File: src/rtl/lat_sb_pkg.sv
`timescale 1ns/1ps
package lat_sb_pkg;
  localparam int MAX_LAT = 8;
  localparam int LAT_W   = $clog2(MAX_LAT + 1);
  localparam int CNT_W   = $clog2(MAX_LAT);
  localparam int CLS_W   = 3;
  localparam int USE_W   = 2;

  typedef enum logic [2:0] {
    K_ALU = 3'd0, K_LOAD = 3'd1, K_MUL = 3'd2, K_TOFP = 3'd3,
    K_FROMFP = 3'd4, K_FPARITH = 3'd5, K_FMA = 3'd6, K_HILO = 3'd7
  } prodKind_e;

  typedef enum logic [CLS_W-1:0] {
    C_ALU_LS, C_ALU_EX, C_LOAD, C_MUL, C_TOFP, C_FROMFP, C_FPOP, C_FMA
  } prodCls_e;

  typedef enum logic [USE_W-1:0] {
    U_EXEC = 2'd0, U_ADDR = 2'd1, U_SDATA = 2'd2, U_NONE = 2'd3
  } useKind_e;

  typedef struct packed {
    logic              we;
    prodCls_e          cls;
    logic [CNT_W-1:0]  initCnt;
  } wrStrobe_t;

  function automatic logic [LAT_W-1:0] needLat(prodCls_e c, useKind_e u);
    logic [LAT_W-1:0] n;
    case (c)
      C_ALU_LS: n = (u == U_ADDR) ? LAT_W'(1) : LAT_W'(0);
      C_ALU_EX: n = (u == U_ADDR) ? LAT_W'(5) : LAT_W'(1);
      C_LOAD:   n = (u == U_ADDR) ? LAT_W'(3) : (u == U_SDATA) ? LAT_W'(0) : LAT_W'(1);
      C_MUL:    n = (u == U_ADDR) ? LAT_W'(7) : LAT_W'(3);
      C_TOFP:   n = LAT_W'(5);
      C_FROMFP: n = LAT_W'(1);
      C_FPOP:   n = LAT_W'(4);
      C_FMA:    n = LAT_W'(8);
      default:  n = LAT_W'(MAX_LAT);
    endcase
    if (u == U_NONE) n = '0;
    return n;
  endfunction

  function automatic logic [LAT_W-1:0] worstLat(prodCls_e c);
    logic [LAT_W-1:0] w;
    case (c)
      C_ALU_LS: w = LAT_W'(1);
      C_ALU_EX: w = LAT_W'(5);
      C_LOAD:   w = LAT_W'(3);
      C_MUL:    w = LAT_W'(7);
      C_TOFP:   w = LAT_W'(5);
      C_FROMFP: w = LAT_W'(1);
      C_FPOP:   w = LAT_W'(4);
      default:  w = LAT_W'(MAX_LAT);
    endcase
    return w;
  endfunction
endpackage

File: src/rtl/lat_sb_entries.sv
`timescale 1ns/1ps
module lat_sb_entries
  import lat_sb_pkg::*;
#(
  parameter int NUM_REGS = 32,
  parameter int NUM_RD   = 2,
  localparam int REG_W   = $clog2(NUM_REGS)
) (
  input  logic                      clk,
  input  logic                      rstN,
  input  wrStrobe_t                 strb,
  input  logic [REG_W-1:0]          wrIdx,
  input  logic [NUM_RD*REG_W-1:0]   rdRegFlat,
  output logic [NUM_RD*CLS_W-1:0]   rdClsFlat,
  output logic [NUM_RD*CNT_W-1:0]   rdCntFlat
);
  prodCls_e          clsQ [NUM_REGS];
  logic [CNT_W-1:0]  cntQ [NUM_REGS];
  logic [NUM_REGS-1:0] hit;

  always_comb begin
    for (int i = 0; i < NUM_REGS; i++)
      hit[i] = strb.we && (wrIdx == REG_W'(i));
  end

  always_ff @(posedge clk or negedge rstN) begin
    if (!rstN) begin
      for (int i = 0; i < NUM_REGS; i++) begin
        clsQ[i] <= C_ALU_LS;
        cntQ[i] <= '0;
      end
    end else begin
      for (int i = 0; i < NUM_REGS; i++) begin
        if (hit[i]) begin
          clsQ[i] <= strb.cls;
          cntQ[i] <= strb.initCnt;
        end else if (cntQ[i] != '0) begin
          cntQ[i] <= cntQ[i] - 1'b1;
        end
      end
    end
  end

  for (genvar p = 0; p < NUM_RD; p++) begin : g_rd
    logic [REG_W-1:0] idx;
    assign idx = rdRegFlat[p*REG_W +: REG_W];
    assign rdClsFlat[p*CLS_W +: CLS_W] = clsQ[idx];
    assign rdCntFlat[p*CNT_W +: CNT_W] = cntQ[idx];
  end

  for (genvar i = 0; i < NUM_REGS; i++) begin : g_chk
    // a busy entry moves one step closer to ready each cycle
    a_r12_count_down: assert property (@(posedge clk) disable iff (!rstN)
      ($past(rstN) && !$past(hit[i]) && $past(cntQ[i]) != '0)
        |-> cntQ[i] == $past(cntQ[i]) - 1'b1);
    // an idle entry does not wrap back to busy
    a_r12_floor: assert property (@(posedge clk) disable iff (!rstN)
      ($past(rstN) && !$past(hit[i]) && $past(cntQ[i]) == '0) |-> cntQ[i] == '0);
  end

  // the control never lets a write reach register 0
  a_r9_zero_entry: assert property (@(posedge clk) disable iff (!rstN) cntQ[0] == '0);
endmodule

File: src/rtl/lat_sb_ctrl.sv
`timescale 1ns/1ps
module lat_sb_ctrl
  import lat_sb_pkg::*;
#(
  parameter int NUM_REGS = 32,
  parameter int NUM_RD   = 2,
  localparam int REG_W   = $clog2(NUM_REGS)
) (
  input  logic                      clk,
  input  logic                      rstN,
  input  logic                      wrValid,
  input  logic [REG_W-1:0]          wrReg,
  input  logic [2:0]                wrKind,
  input  logic                      wrOnLs,
  input  logic [NUM_RD*REG_W-1:0]   rdRegFlat,
  input  logic [NUM_RD*USE_W-1:0]   rdUseFlat,
  input  logic [NUM_RD*CLS_W-1:0]   rdClsFlat,
  input  logic [NUM_RD*CNT_W-1:0]   rdCntFlat,
  output wrStrobe_t                 strb,
  output logic [REG_W-1:0]          wrIdx,
  output logic [NUM_RD-1:0]         rdReady,
  output logic                      stall
);
  prodCls_e         wrCls;
  logic [LAT_W-1:0] wrWorst;

  always_comb begin
    case (prodKind_e'(wrKind))
      K_ALU:     wrCls = wrOnLs ? C_ALU_LS : C_ALU_EX;
      K_HILO:    wrCls = C_ALU_EX;
      K_LOAD:    wrCls = C_LOAD;
      K_MUL:     wrCls = C_MUL;
      K_TOFP:    wrCls = C_TOFP;
      K_FROMFP:  wrCls = C_FROMFP;
      K_FPARITH: wrCls = C_FPOP;
      K_FMA:     wrCls = C_FMA;
      default:   wrCls = C_ALU_EX;
    endcase
    wrWorst      = worstLat(wrCls);
    strb.we      = wrValid && (wrReg != '0);
    strb.cls     = wrCls;
    strb.initCnt = CNT_W'(wrWorst - 1'b1);
  end
  assign wrIdx = wrReg;

  for (genvar p = 0; p < NUM_RD; p++) begin : g_op
    logic [REG_W-1:0] idx;
    useKind_e         useK;
    prodCls_e         cls;
    logic [LAT_W:0]   elapsedNeed;
    logic             rdy;
    always_comb begin
      idx  = rdRegFlat[p*REG_W +: REG_W];
      useK = useKind_e'(rdUseFlat[p*USE_W +: USE_W]);
      cls  = prodCls_e'(rdClsFlat[p*CLS_W +: CLS_W]);
      elapsedNeed = {1'b0, LAT_W'(rdCntFlat[p*CNT_W +: CNT_W])} + {1'b0, needLat(cls, useK)};
      if (useK == U_NONE || idx == '0) rdy = 1'b1;
      else rdy = elapsedNeed <= {1'b0, worstLat(cls)};
    end
    assign rdReady[p] = rdy;

    // an unused operand never holds issue back
    a_r8_none_ready: assert property (@(posedge clk) disable iff (!rstN)
      (rdUseFlat[p*USE_W +: USE_W] == 2'd3) |-> rdReady[p]);
    // register 0 is never busy
    a_r9_zero_ready: assert property (@(posedge clk) disable iff (!rstN)
      (rdRegFlat[p*REG_W +: REG_W] == '0) |-> rdReady[p]);
  end

  assign stall = ~&rdReady;

  // a fused multiply-add result is still busy one cycle after issue
  a_r6_fma_busy: assert property (@(posedge clk) disable iff (!rstN)
    ($past(rstN) && $past(wrValid) && $past(wrKind) == 3'd6 && $past(wrReg) != '0
      && rdRegFlat[REG_W-1:0] == $past(wrReg) && rdUseFlat[USE_W-1:0] != 2'd3)
      |-> !rdReady[0]);
  // a stall always comes with at least one busy operand
  a_r11_stall_cause: assert property (@(posedge clk) disable iff (!rstN)
    stall |-> $countones(rdReady) < NUM_RD);
endmodule

File: src/rtl/lat_scoreboard.sv
`timescale 1ns/1ps
module lat_scoreboard
  import lat_sb_pkg::*;
#(
  parameter int NUM_REGS = 32,
  parameter int NUM_RD   = 2,
  localparam int REG_W   = $clog2(NUM_REGS)
) (
  input  logic                    clk,
  input  logic                    rstN,
  input  logic                    wrValid,
  input  logic [REG_W-1:0]        wrReg,
  input  logic [2:0]              wrKind,
  input  logic                    wrOnLs,
  input  logic [NUM_RD*REG_W-1:0] rdRegFlat,
  input  logic [NUM_RD*2-1:0]     rdUseFlat,
  output logic [NUM_RD-1:0]       rdReady,
  output logic                    stall
);
  wrStrobe_t                strb;
  logic [REG_W-1:0]         wrIdx;
  logic [NUM_RD*CLS_W-1:0]  rdClsFlat;
  logic [NUM_RD*CNT_W-1:0]  rdCntFlat;

  lat_sb_ctrl #(.NUM_REGS(NUM_REGS), .NUM_RD(NUM_RD)) u_ctrl (
    .clk(clk), .rstN(rstN), .wrValid(wrValid), .wrReg(wrReg), .wrKind(wrKind),
    .wrOnLs(wrOnLs), .rdRegFlat(rdRegFlat), .rdUseFlat(rdUseFlat),
    .rdClsFlat(rdClsFlat), .rdCntFlat(rdCntFlat), .strb(strb), .wrIdx(wrIdx),
    .rdReady(rdReady), .stall(stall)
  );

  lat_sb_entries #(.NUM_REGS(NUM_REGS), .NUM_RD(NUM_RD)) u_entries (
    .clk(clk), .rstN(rstN), .strb(strb), .wrIdx(wrIdx), .rdRegFlat(rdRegFlat),
    .rdClsFlat(rdClsFlat), .rdCntFlat(rdCntFlat)
  );
endmodule

File: config.mk
export PLATFORM = sky130hd
export DESIGN_NAME = lat_scoreboard
export DESIGN_NICKNAME = d
export VERILOG_FILES = /design/src/rtl/lat_sb_pkg.sv /design/src/rtl/lat_sb_entries.sv /design/src/rtl/lat_sb_ctrl.sv /design/src/rtl/lat_scoreboard.sv
export SDC_FILE = /design/constraint.sdc
export NUM_CORES = 1
export LEC_CHECK = 0
export ABC_AREA = 1
export BUFFER_PORTS_ARGS = -buffer_cell sky130_fd_sc_hd__buf_2
export CAP_MARGIN = 25
export CORE_MARGIN = 5
export CORE_UTILIZATION = 49
export CTS_CLUSTER_DIAMETER = 150
export DETAILED_ROUTE_END_ITERATION = 10
export SYNTH_ARGS = -nofsm -noshare
export SYNTH_HDL_FRONTEND = slang
export SYNTH_SLANG_ARGS = --single-unit
export TNS_END_PERCENT = 10
File: constraint.sdc
create_clock -name clk -period 6 [get_ports clk]
set_clock_uncertainty 0.15 [all_clocks]
set_input_delay 0.9 -clock clk [delete_from_list [all_inputs] [get_ports clk]]
set_output_delay 0.9 -clock clk [all_outputs]
set_load 0.005 [all_outputs]
### Word level (Yosys, flattened, before mapping)

Cells that the tools add are included.

* add/subtract/negate cells: 35
* magnitude comparators: 4
* equal/unequal tests: 64
* muxes and demuxes: 99
* bitwise operators: 2
* reductions and logical operators: 115

Operators by type and width (count)
* 3-bit two-way mux: 76
* 3-bit by 1-bit subtractor with 3-bit output (second input constant): 33
* 3-bit nonzero test: 32
* 5-bit equality test (second input constant): 16
* 4-bit case mux with 8 select lines: 2
* 2-bit nonzero test: 32
* 3-bit binary-select mux with 5-bit select: 4
* 3-bit equality test (second input constant): 15
* 5-bit by 4-bit equality test with 1-bit output (second input constant): 8
* 4-bit case mux with 5 select lines: 2
* 1-bit logical AND: 33
* 3-bit by 2-bit equality test with 1-bit output (second input constant): 8
* 4-bit two-way mux: 6
* 3-bit case mux with 8 select lines: 1
* 5-bit by 3-bit equality test with 1-bit output (second input constant): 4
* 5-bit zero test: 3
* 3-bit case mux with 5 select lines: 1
* 3-bit by 1-bit equality test with 1-bit output (second input constant): 4
* 6-bit >= comparator (second input constant): 2
* 3-bit zero test: 4
* 5-bit inverter with 6-bit output: 2
* 2-bit OR reduction: 6
* 3-bit by 4-bit adder with 5-bit output: 2
* 5-bit by 2-bit equality test with 1-bit output (second input constant): 2
* 9 further kinds: 21

* register bits after elaboration: 192
* bits of input ports: 26
* output and inout port bits: 3
* logic and storage cells: 383

### Depth between registers and ports, before layout

Gate-level depths: netlist of the first run.

* depth after elaboration: 12
* depth in mapped cells: 27
* depth with buffers taken out: 25

### By module

From an unflattened synthesis of the first run, not the netlist that was laid out.

* cells, all modules: 2184
* area total of the unflattened synthesis: 14463.9 um^2

By module, submodules not included
* lat_sb_entries: instances 1, cells an instance 2040, area an instance 13603.0 um^2, sequential area each 4804.6 um^2
* lat_sb_ctrl: instances 1, cells an instance 144, area an instance 860.8 um^2, sequential area each 0.0 um^2

### Least setup slack after synthesis of the first run

Ideal clock, no wire load.

* path kind: input to output
* start point: input rdRegFlat[5]
* end point: output rdReady[1]
* arrival time: 3.803 ns
* data required time: 4.950 ns
* setup slack: 1.147 ns
* stages: 21
* path buffers: 5
* path through: buf_4 > inv_4 > buf_4 > buf_2 > buf_2 > nand2_1 > a22oi_1 > o211ai_1 > nand3_1 > nand2_1 > ha_1 > fa_1 > xor2_1 > ha_1 > a21oi_1 > o21ai_0 > and2_1 > o21ai_0 > nand2_1 > nand2_1 > buf_4

* word-level cells in the longest chain between the ends: 10
* elaborated cells between the ends (all ways): 26
* classes of those cells: 1 x add/sub; 1 x order compare; 7 x eq/ne; 11 x mux; 1 x bitwise; 5 x reduce/logical

Ends and longest elaborated chain
* start, declared: RTL line lat_scoreboard.sv:15 `input logic [NUM_RD*REG_W-1:0] rdRegFlat,`
* 5-bit inverter with 6-bit output (not written as such): RTL line lat_sb_entries.sv:47, lat_sb_entries.sv:48
* 3-bit binary-select mux with 5-bit select: RTL line lat_sb_entries.sv:47 `assign rdClsFlat[p*CLS_W +: CLS_W] = clsQ[idx];`
* 3-bit two-way mux (not written as such) (2 in series): RTL line lat_sb_entries.sv:47
* 3-bit equality test (tied with other cells): RTL line lat_sb_pkg.sv:30 `case (c)`
* 4-bit case mux with 8 select lines or 2-bit OR reduction (tied branches)
* 4-bit two-way mux or 4-bit case mux with 5 select lines (tied branches): RTL line lat_sb_pkg.sv:41, lat_sb_pkg.sv:47
* 3-bit by 4-bit adder with 5-bit output or 4-bit two-way mux (tied branches): RTL line lat_sb_ctrl.sv:56, lat_sb_ctrl.sv:57
* 5-bit by 4-bit <= comparator with 1-bit output: RTL line lat_sb_ctrl.sv:58 `else rdy = elapsedNeed <= {1'b0, worstLat(cls)};`
* 1-bit two-way mux *: RTL line lat_sb_ctrl.sv:57 `if (useK == U_NONE || idx == '0) rdy = 1'b1;`
* end, declared: RTL line lat_scoreboard.sv:17 `output logic [NUM_RD-1:0] rdReady,`

Every way passes the cells marked *; elsewhere a longest branch is shown, timed or not. The select of a mux whose other input is x is not followed.

### Final worst setup path of the first run

* start point: input rdRegFlat[6]
* end point: output stall

* word-level cells in the longest chain between the ends: 12
* elaborated cells between the ends (all ways): 28
* classes of those cells: 1 x add/sub; 1 x order compare; 7 x eq/ne; 11 x mux; 1 x bitwise; 7 x reduce/logical

Ends and longest elaborated chain
* 5-bit inverter with 6-bit output (not written as such): RTL line lat_sb_entries.sv:47, lat_sb_entries.sv:48
* 3-bit binary-select mux with 5-bit select: RTL line lat_sb_entries.sv:47
* 3-bit two-way mux (not written as such) (2 in series): RTL line lat_sb_entries.sv:47
* 3-bit equality test (tied with other cells): RTL line lat_sb_pkg.sv:30
* 4-bit case mux with 8 select lines or 2-bit OR reduction (tied branches)
* 4-bit two-way mux or 4-bit case mux with 5 select lines (tied branches): RTL line lat_sb_pkg.sv:41, lat_sb_pkg.sv:47
* 3-bit by 4-bit adder with 5-bit output or 4-bit two-way mux (tied branches): RTL line lat_sb_ctrl.sv:56, lat_sb_ctrl.sv:57
* 5-bit by 4-bit <= comparator with 1-bit output: RTL line lat_sb_ctrl.sv:58
* 1-bit two-way mux *: RTL line lat_sb_ctrl.sv:57
* 2-bit AND reduction *: RTL line lat_sb_ctrl.sv:70 `assign stall = ~&rdReady;`
* 1-bit zero test *: RTL line lat_sb_ctrl.sv:70
* end, declared: RTL line lat_scoreboard.sv:18 `output logic stall`

Marks and branches as above.

==> qor.yml, run 1 <==
outcome:
  status: "finished, final reports clean"
clock_tree:
  cts_htree_levels: 4
  cts_tree: "done"
  clk_latency_ns: 0.45
  clk_pin_slew_ns: 0.08
  cts_sinks: 192
  clock-root-buffer: "clkbuf_16"
  cts_hold_buf: 0
  numCtsBuffers: 17
  clockBufferDepth: 2
layout:
  nets: 2078
  layout-drive-gt1-share: 0.0651
  post-route-util: 0.533
  final_cell_area_sq_um: 14800
  antenna_cells: 0
  fin_cells: 2359
  area_growth_pct: 7.24
detailed_routing:
  drtIter0Drc: 1297
  wl_per_cell_um: 19.1
  drtAntennaViolNets: 0
  vias: 13422
  drt_wl_total_um: 45100
  drc: 0
  dr.pass1.iters: 5
  vias_per_cell: 5.69
place:
  place.gp.congestion: 0.953
  dp_hpwl_um: 31000
  dp.cells: 2327
  io_buffer_count: 28
  placed_area_sq_um: 14200
pwr:
  p_per_area_nw_per_um2: 409
  vdd_drop_max_v: 0.000242
  p_leak_nw: 7.27
critical_path:
  path_class: "in -> out"
  reg2reg_slack_ns: 4.39
  r2r.worst_path.cells: 8
  crit_path_end_kind: "primary output"
  required_ns: 4.95
  cp.arrival_ns: 4.49
  cp-start-kind: "input port"
  timing.rr.start: "u_entries.cntQ[72]"
  cp_max_fo: 38
  timing.rr.end: "u_entries.cntQ[72]"
global_route:
  grt_overflow_total: 0
  antenna_found_initial: 0
  grt.total_usage: 0.289
  grt_pass1_vias: 12709
  grt_max_degree: 105
  grt_pass1_wl_um: 71100
worst_hold_path:
  hold_path_depth: 0
  hp-start: "u_entries.clsQ[93]"
  hold_end: "u_entries.clsQ[93]"
  min_path_type: "reg -> reg"
sta:
  slew_headroom: 0.385
  hold_viol: 0
  grt_setup_unrepaired: "no"
  drv_slew: 0
  max_freq_mhz: 180
  worstMarginPinSlew_ns: 0.923
  post-route-period-util: 0.923
  post-route-min-period_ns: 5.54
  finalSetupTns_ns: 0
  setup_violations: 0
yosys:
  async_reset_ff_frac: 1.00
  yosysTopAreaCellShare: 0.347
  synth-seq-cells: 192
  syn_area_sq_um: 13800
  synth_flop_cell: "dfrtp_1"
  yosys_warnings: 0
  synth_edf_count: 0
  netlist_top_cells_area: "dfrtp_1, nand2_1, o21ai_0"
  seq_area_frac_synth: 0.347
  syn_nets: 2105
  yosysUniqueCellTypes: 38
  synth.avg_cell_area_sq_um: 6.94
  netlist_instances: 1995
  synth_area_leader_cell: "dfrtp_1"
floorplanning:
  fp.dieH_um: 178
  rows: 61
  pin_count: 29
  die_x_um: 178
  start_util: 0.497
  core_area_sq_um: 27900
  dieArea_sq_um: 31700
job:
  drv_cap: 0
==> layer usage <==
metal	vias to the layer above	global-route usage	part of all wire
li1	6504	-	-
met1	6280	0.382	0.42
met4	0	0.132	0.047
met5	-	0	0
met3	110	0.0460	0.068
met2	528	0.469	0.46
==> per-stage QoR <==
step           total power, mW  hold WS [ns]  worst slack [ns]
2_1_floorplan             4.13         0.292              1.15
3_3_place_gp              4.77         0.244             0.531
3_5_place_dp              4.84         0.244             0.483
4_1_cts                   6.09         0.262             0.487
5_1_grt                   6.63         0.272            0.0219
6_report                  6.07         0.266             0.460
==> registers in the layout, summed over array words and instances, names as in the netlist <==
register	flops
u_entries.clsQ	96
u_entries.cntQ	96
==> power breakdown <==
part	total [mW]	internal (mW)	switching [mW]
Combinational	2.68	1.05	1.63
Sequential	2.16	1.78	0.380
Clock	1.23	0.642	0.589
==> area by class of cell <==
cell class / instances / area, sq um
fill: 2818 / 13000
sequential: 192 / 4800
clock inverter: 14 / 168
clock buffer: 18 / 439
inverter: 266 / 1000
timing repair buffer: 56 / 443
tap: 378 / 473
multi-input combinational: 1435 / 7510
==> repair_timing <==
action / CTS / global route
resized for setup: 0 / 1
buffers inserted: 0 / 0
endpoints found under the setup margin: 0 / 1
==> cell families (layout without fill, tap and decap cells) <==
group                      count (synthesis)  after routing  synth area share
and+or+nand+nor                          803            803             0.242
adders and majority gates                 84             84            0.0770
xor gates and xnor gates                  37             37            0.0234
DFF                                      192            192             0.347
buffers and inverters                    368            354             0.110
AOI/OAI and AO/OA                        511            511             0.200
==> worst max-delay path: stages <==
cell and delay (ns):
buf_2 0.11, buf_4 0.46, nand3_1 0.14, nand3_1 0.14
nand3_1 0.08, nand2_1 0.08, nand2_1 0.07, nand2_1 0.15
inv_1 0.07, nor2_1 0.18, nand2_1 0.08, nand2_1 0.06
a21oi_1 0.06, ha_1 0.21, fa_1 0.40, xor2_1 0.18
ha_1 0.33, a21oi_1 0.12, o21ai_0 0.08, and2_1 0.13
o21ai_0 0.13, nand2_1 0.07, nand2_1 0.08, nand2_1 0.05
buf_2 0.12
==> cell usage after synthesis, types with 8 or more instances <==
library cell / number
ha_1: 82
nand2_1: 489
nor2_1: 95
o211ai_1: 16
dfrtp_1: 192
o311ai_0: 12
buf_4: 17
inv_2: 15
nor2_2: 15
clkbuf_1: 49
a22oi_1: 8
xor2_1: 18
nand3_1: 186
o21ai_0: 244
a31oi_1: 25
buf_2: 29
a21oi_1: 168
a32oi_1: 12
o21ai_1: 19
xnor2_1: 19
inv_1: 247
==> layout by cell type, fill, tap and decap left out, types with 19 or more instances in the layout <==
cell type	instances
buf_2	25
o21ai_1	19
buf_4	23
ha_1	82
nand3_1	186
dfrtp_1	192
a21oi_1	168
nor2_1	95
a31oi_1	25
inv_1	247
xnor2_1	19
nand2_1	489
o21ai_0	244
==> how the worst max path moves through the flow <==
stage	slack, ns	cells after the start	to	from
after floorplan	1.15	21	rdReady[1]	rdRegFlat[5]
after global placement	0.53	27	stall	rdRegFlat[5]
after detailed placement	0.48	27	stall	rdRegFlat[5]
after CTS	0.49	27	stall	rdRegFlat[5]
after global routing	0.02	25	stall	rdRegFlat[6]
final	0.46	25	stall	rdRegFlat[6]
Note: power is estimated with default switching activity, not from simulation.
==> run 2: changes to the inputs <==
--- a/config.mk
+++ b/config.mk
@@ -9,9 +9,10 @@
 export BUFFER_PORTS_ARGS = -buffer_cell sky130_fd_sc_hd__buf_2
 export CAP_MARGIN = 25
 export CORE_MARGIN = 5
-export CORE_UTILIZATION = 49
+export CORE_UTILIZATION = 59
 export CTS_CLUSTER_DIAMETER = 150
 export DETAILED_ROUTE_END_ITERATION = 10
+export PLACE_DENSITY = 0.76
 export SYNTH_ARGS = -nofsm -noshare
 export SYNTH_HDL_FRONTEND = slang
 export SYNTH_SLANG_ARGS = --single-unit
==> constraint.sdc (replaced) <==
create_clock -name clk -period 6 [get_ports clk]
set_clock_uncertainty 0.15 [all_clocks]
set_input_delay 1.2 -clock clk [delete_from_list [all_inputs] [get_ports clk]]
set_output_delay 1.2 -clock clk [all_outputs]
set_load 0.005 [all_outputs]
==> run 2 against run 1 <==
Net effect:
- clock power is 9% lower
- worst setup slack worse by 0.24 ns
- highest routed layer unchanged
- largest cell class unchanged
- die area is 16% lower
- non-clock buffer count is 21 higher
- sequential power hardly changed
- count of clock-buffer cells in the layout is 1 lower
- utilization is 12 points higher
- sequential cell count stayed put
- design area is 2.3% higher
- total power is 0.67% lower
- global-route usage is 3.0 points higher
==> qor.yml, run 2 (synthesis gave the netlist of run 1 again) <==
outcome:
  status: "finished, final reports clean"
layout:
  nets: 2099
  largestRegisters: "u_entries.clsQ (96), u_entries.cntQ (96)"
  layout_commonest_cell: "nand2_1"
  fill_cells: 2083
  layout_common_cells: "nand2_1, inv_1, o21ai_0"
  antenna_cells: 0
  area_growth_pct: 9.73
  layout-drive-gt1-share: 0.0799
  final_cell_area_sq_um: 15200
sta:
  slew_headroom: 0.351
  fin_ws_ns: 0.219
  setup_violations: 0
  holdWs_ns: 0.268
  max_freq_mhz: 173
  post-route-period-util: 0.964
  drv_slew: 0
  hold_viol: 0
  post-route-min-period_ns: 5.78
  worstMarginPinSlew_ns: 0.973
critical_path:
  timing.critical_path.from: "rdRegFlat[0]"
  crit_path_end_kind: "primary output"
  critPathMaxStageDelay_ns: 0.28
  path_class: "in -> out"
  critPathSlowestCell: "ha_1"
  crit_top_cell: "nand2_1"
  cp_top_family: "simple AND/OR/NAND/NOR gates"
  cp-start-kind: "input port"
  cp.arrival_ns: 4.43
  cp_max_fo: 19
  timing.rr.start: "u_entries.cntQ[64]"
  required_ns: 4.65
  critPathBufInv: 5
place:
  io_buffer_count: 28
  place.gp.congestion: 0.953
  dp_hpwl_um: 29200
  place_ws_ns: 0.110
  placed_area_sq_um: 14300
clock_tree:
  clk_pin_slew_ns: 0.07
  cts_sinks: 192
  numCtsBuffers: 17
  clk_latency_ns: 0.44
  cts_tree: "done"
  clockBufferDepth: 2
  clock-root-buffer: "clkbuf_16"
  cts_htree_levels: 4
  cts_hold_buf: 0
global_route:
  grt.total_usage: 0.319
  grt_overflow_total: 0
  grt_pass1_wl_um: 67700
  antenna_found_initial: 0
  grt_max_degree: 115
  grt_pass1_vias: 13003
floorplanning:
  fp.dieH_um: 163
  rows: 56
  die_x_um: 163
  core_area_sq_um: 23300
  start_util: 0.595
  pin_count: 29
  dieArea_sq_um: 26600
detailed_routing:
  vias_per_cell: 6.01
  drc: 0
  dr.pass1.iters: 6
  route.met3.wl_um: 4080
  wl_per_cell_um: 18.6
  top_layer_used: "met4"
  drtIter0Drc: 1828
  vias: 13943
  drt_wl_total_um: 43100
  drt-met1-wl_um: 17400
  drtAntennaViolNets: 0
  wl_met2_um: 19900
pwr:
  fin_total_pwr_mw: 6.03
  combPwrFrac: 0.454
  vdd_drop_max_v: 0.000229
  p_per_area_nw_per_um2: 397
  clockPowerShare: 0.186
  p_int_mw: 3.41
  p_leak_nw: 7.45
  seq_power_share: 0.360
  swShare: 0.434
  p_sw_mw: 2.62
worst_hold_path:
  min_path_type: "reg -> reg"
  hp-start: "u_entries.clsQ[93]"
job:
  drv_cap: 0
run 2: changes by cell type in the layout (fill, tap and decap cells not counted), moves of 4 or more:
cell       change
buf_6          +4
inv_8          +4
buf_12         +8
clkbuf_16      +7
run 2: worst paths after layout:
kind | end | slack (ns) | cells after the start
min in group asynchronous | u_entries.cntQ[62] | 0.71 | 1
max in group asynchronous | u_entries.clsQ[42] | 3.80 | 2
worst max-delay path | stall | 0.22 | 27
worst min register to register | u_entries.clsQ[93] | 0.27 | 0
worst min-delay path | u_entries.clsQ[93] | 0.27 | 0
worst max register to register | u_entries.cntQ[63] | 4.35 | 8
run 2: layout make-up:
class / count / area [sq um] / area share
Inverter: 266 / 1020 / 0.0672
Clock inverter: 15 / 126 / 0.00832
Timing Repair Buffer: 77 / 868 / 0.0572
Clock buffer: 17 / 425 / 0.0280
Sequential cell: 192 / 4800 / 0.316
Multi-Input combinational cell: 1435 / 7550 / 0.497
Tap cell: 319 / 399 / 0.0263
run 2: layer usage:
layer	GRT usage	vias up
met2	0.508	790
met4	0.144	0
met5	0	-
met1	0.431	6490
met3	0.0515	130
li1	-	6533
run 2: stage by stage:
stage,setup TNS (ns),cells,utilization
floorplan,0,1995,-
global placement,0,2279,0.617
detailed placement,0,2279,0.617
CTS,0,2311,0.640
global route,-0.0666,2321,0.653
finish,0,2321,0.653
run 2: what timing repair did:
item,4_1_cts,5_1_grt
resized for setup,0,29
buffers inserted,0,3
endpoints found under the setup margin,0,3
run 2: power by group through the flow:
stage                     logic [mW]  registers (mW)  clock network (mW)
after floorplan                 2.08            2.05                   0
after global placement          2.54            2.17                   0
after detailed placement        2.67            2.17                   0
after CTS                       2.68            2.16                1.12
after global routing            3.16            2.22                1.18
final                           2.74            2.17                1.12
==> run 3: changes to the inputs <==
==> constraint.sdc (replaced) <==
create_clock -name clk -period 6 [get_ports clk]
set_clock_uncertainty 0.15 [all_clocks]
set_input_delay 0.6 -clock clk [delete_from_list [all_inputs] [get_ports clk]]
set_output_delay 0.6 -clock clk [all_outputs]
set_load 0.005 [all_outputs]
==> run 3 against run 2 <==
Net effect:
- worst setup slack improved by 0.58 ns
- final cell count fell by 1.4%
- die area unchanged
- hold slack worse by 0.22 ns
- wire length down 2.8%
- clock power up 4%
- global-route usage is 0.095 points lower
- sequential share of layout area up 1.2 points
- sequential cell count is the same
- critical path type unchanged
==> qor.yml, run 3 (synthesis gave the netlist of run 1 again) <==
detailed_routing:
  vias_per_cell: 5.93
  drc: 0
  top_layer_used: "met4"
  vias: 13563
  drtIter0Drc: 1743
  route.met3.wl_um: 3800
  wl_per_cell_um: 18.3
  drt-met1-wl_um: 17100
  wl_met2_um: 19100
  dr.pass1.iters: 8
  drt_wl_total_um: 41900
  drtAntennaViolNets: 0
place:
  dp.cells: 2257
  place_ws_ns: 0.889
  io_buffer_count: 28
  place.gp.congestion: 0.935
  dp_hpwl_um: 28600
  placed_area_sq_um: 14100
sta:
  hold_viol: 0
  post-route-period-util: 0.867
  finalSetupTns_ns: 0
  holdWs_ns: 0.0438
  setup_violations: 0
  fin_ws_ns: 0.799
  worstMarginPinSlew_ns: 1.01
  max_freq_mhz: 192
  drv_slew: 0
  post-route-min-period_ns: 5.20
  slew_headroom: 0.318
  grt_setup_unrepaired: "no"
critical_path:
  cp-start-kind: "input port"
  reg2reg_slack_ns: 4.35
  cp.arrival_ns: 4.45
  crit_top_cell: "nand2_1"
  r2r.worst_path.cells: 8
  crit_path_end_kind: "primary output"
  timing.rr.start: "u_entries.cntQ[75]"
  crit_chain: "buf_2 > clkinv_1 > o311ai_0 > nand3_1 > nand2_1 > ha_1 > nand2_1 > nand2_1 > a31oi_1 > xnor2_1 > ha_1 > a21oi_1 > o21ai_0 > o21ai_0 > nand2_1 > nand2_1 > nand2_1 > buf_2"
  timing.rr.end: "u_entries.cntQ[75]"
  critPathMaxStageDelay_ns: 1.10
  critPathSlowestCell: "o311ai_0"
  required_ns: 5.25
  cp_max_fo: 19
  path_class: "in -> out"
floorplanning:
  die_x_um: 163
  core_area_sq_um: 23300
  pin_count: 29
  fp.dieH_um: 163
  rows: 56
  start_util: 0.595
  dieArea_sq_um: 26600
outcome:
  status: "finished, final reports clean"
pwr:
  p_leak_nw: 7.20
  p_sw_mw: 2.59
  swShare: 0.432
  combPwrFrac: 0.445
  vdd_drop_max_v: 0.000255
  clockPowerShare: 0.193
  fin_total_pwr_mw: 6.00
  p_int_mw: 3.41
  p_per_area_nw_per_um2: 410
  seq_power_share: 0.362
clock_tree:
  numCtsBuffers: 17
  cts_resized: 0
  clk_pin_slew_ns: 0.07
  cts_setup_buffers: 0
  cts_hold_buf: 0
  cts_htree_levels: 4
  cts_tree: "done"
  clock-root-buffer: "clkbuf_16"
  clk_latency_ns: 0.45
  clockBufferDepth: 2
  cts_sinks: 192
layout:
  area_growth_pct: 5.68
  regArea_sq_um: 4800
  layout-drive-gt1-share: 0.0594
  multi_input_area_sq_um: 7510
  layout_commonest_cell: "nand2_1"
  final_cell_area_sq_um: 14600
  nets: 2067
  antenna_cells: 0
  largestRegisters: "u_entries.clsQ (96), u_entries.cntQ (96)"
  layout_common_cells: "nand2_1, inv_1, o21ai_0"
  fill_cells: 2186
  fin_cells: 2288
  post-route-util: 0.629
global_route:
  antenna_found_initial: 0
  grt_pass1_wl_um: 67300
  grt_overflow_total: 0
  grt_max_degree: 105
  grt_pass1_vias: 12786
  grt.total_usage: 0.318
job:
  drv_cap: 0
worst_hold_path:
  min_path_type: "in -> async"
run 3: layout make-up:
class                           count  area share
Inverter                          266      0.0686
Tap cell                          319      0.0273
Sequential cell                   192       0.328
Multi-Input combinational cell   1435       0.514
Clock inverter                     14      0.0103
Timing Repair Buffer               45      0.0227
Clock buffer                       17      0.0291
run 3: worst max-delay path by stage:
stage / startpoint / end / depth (start not counted)
finish: rdRegFlat[2] / stall / 18
global route: rdRegFlat[0] / stall / 27
CTS: rdRegFlat[0] / stall / 27
detailed placement: rdRegFlat[0] / stall / 27
global placement: rdRegFlat[5] / stall / 19
floorplan: rdRegFlat[5] / rdReady[1] / 21
run 3: power groups by stage:
stage          clock, mW  sequential [mW]  combinational, mW
2_1_floorplan          0             2.05               2.08
3_3_place_gp           0             2.17               2.52
3_5_place_dp           0             2.17               2.63
4_1_cts             1.16             2.16               2.65
5_1_grt             1.22             2.22               3.09
6_report            1.16             2.17               2.67
run 3: metal layers:
metal	global-route usage	vias up
li1	-	6461
met3	0.0540	146
met5	0	-
met2	0.502	714
met1	0.428	6242
met4	0.155	0
run 3: worst max-delay path, delay by kind of cell:
family,cells,cell delay (ns)
adders and majority gates,2,0.55
buffers and inverters,3,0.85
xor gates and xnor gates,1,0.14
AOI/OAI and AO/OA,5,1.57
and+or+nand+nor,7,0.75
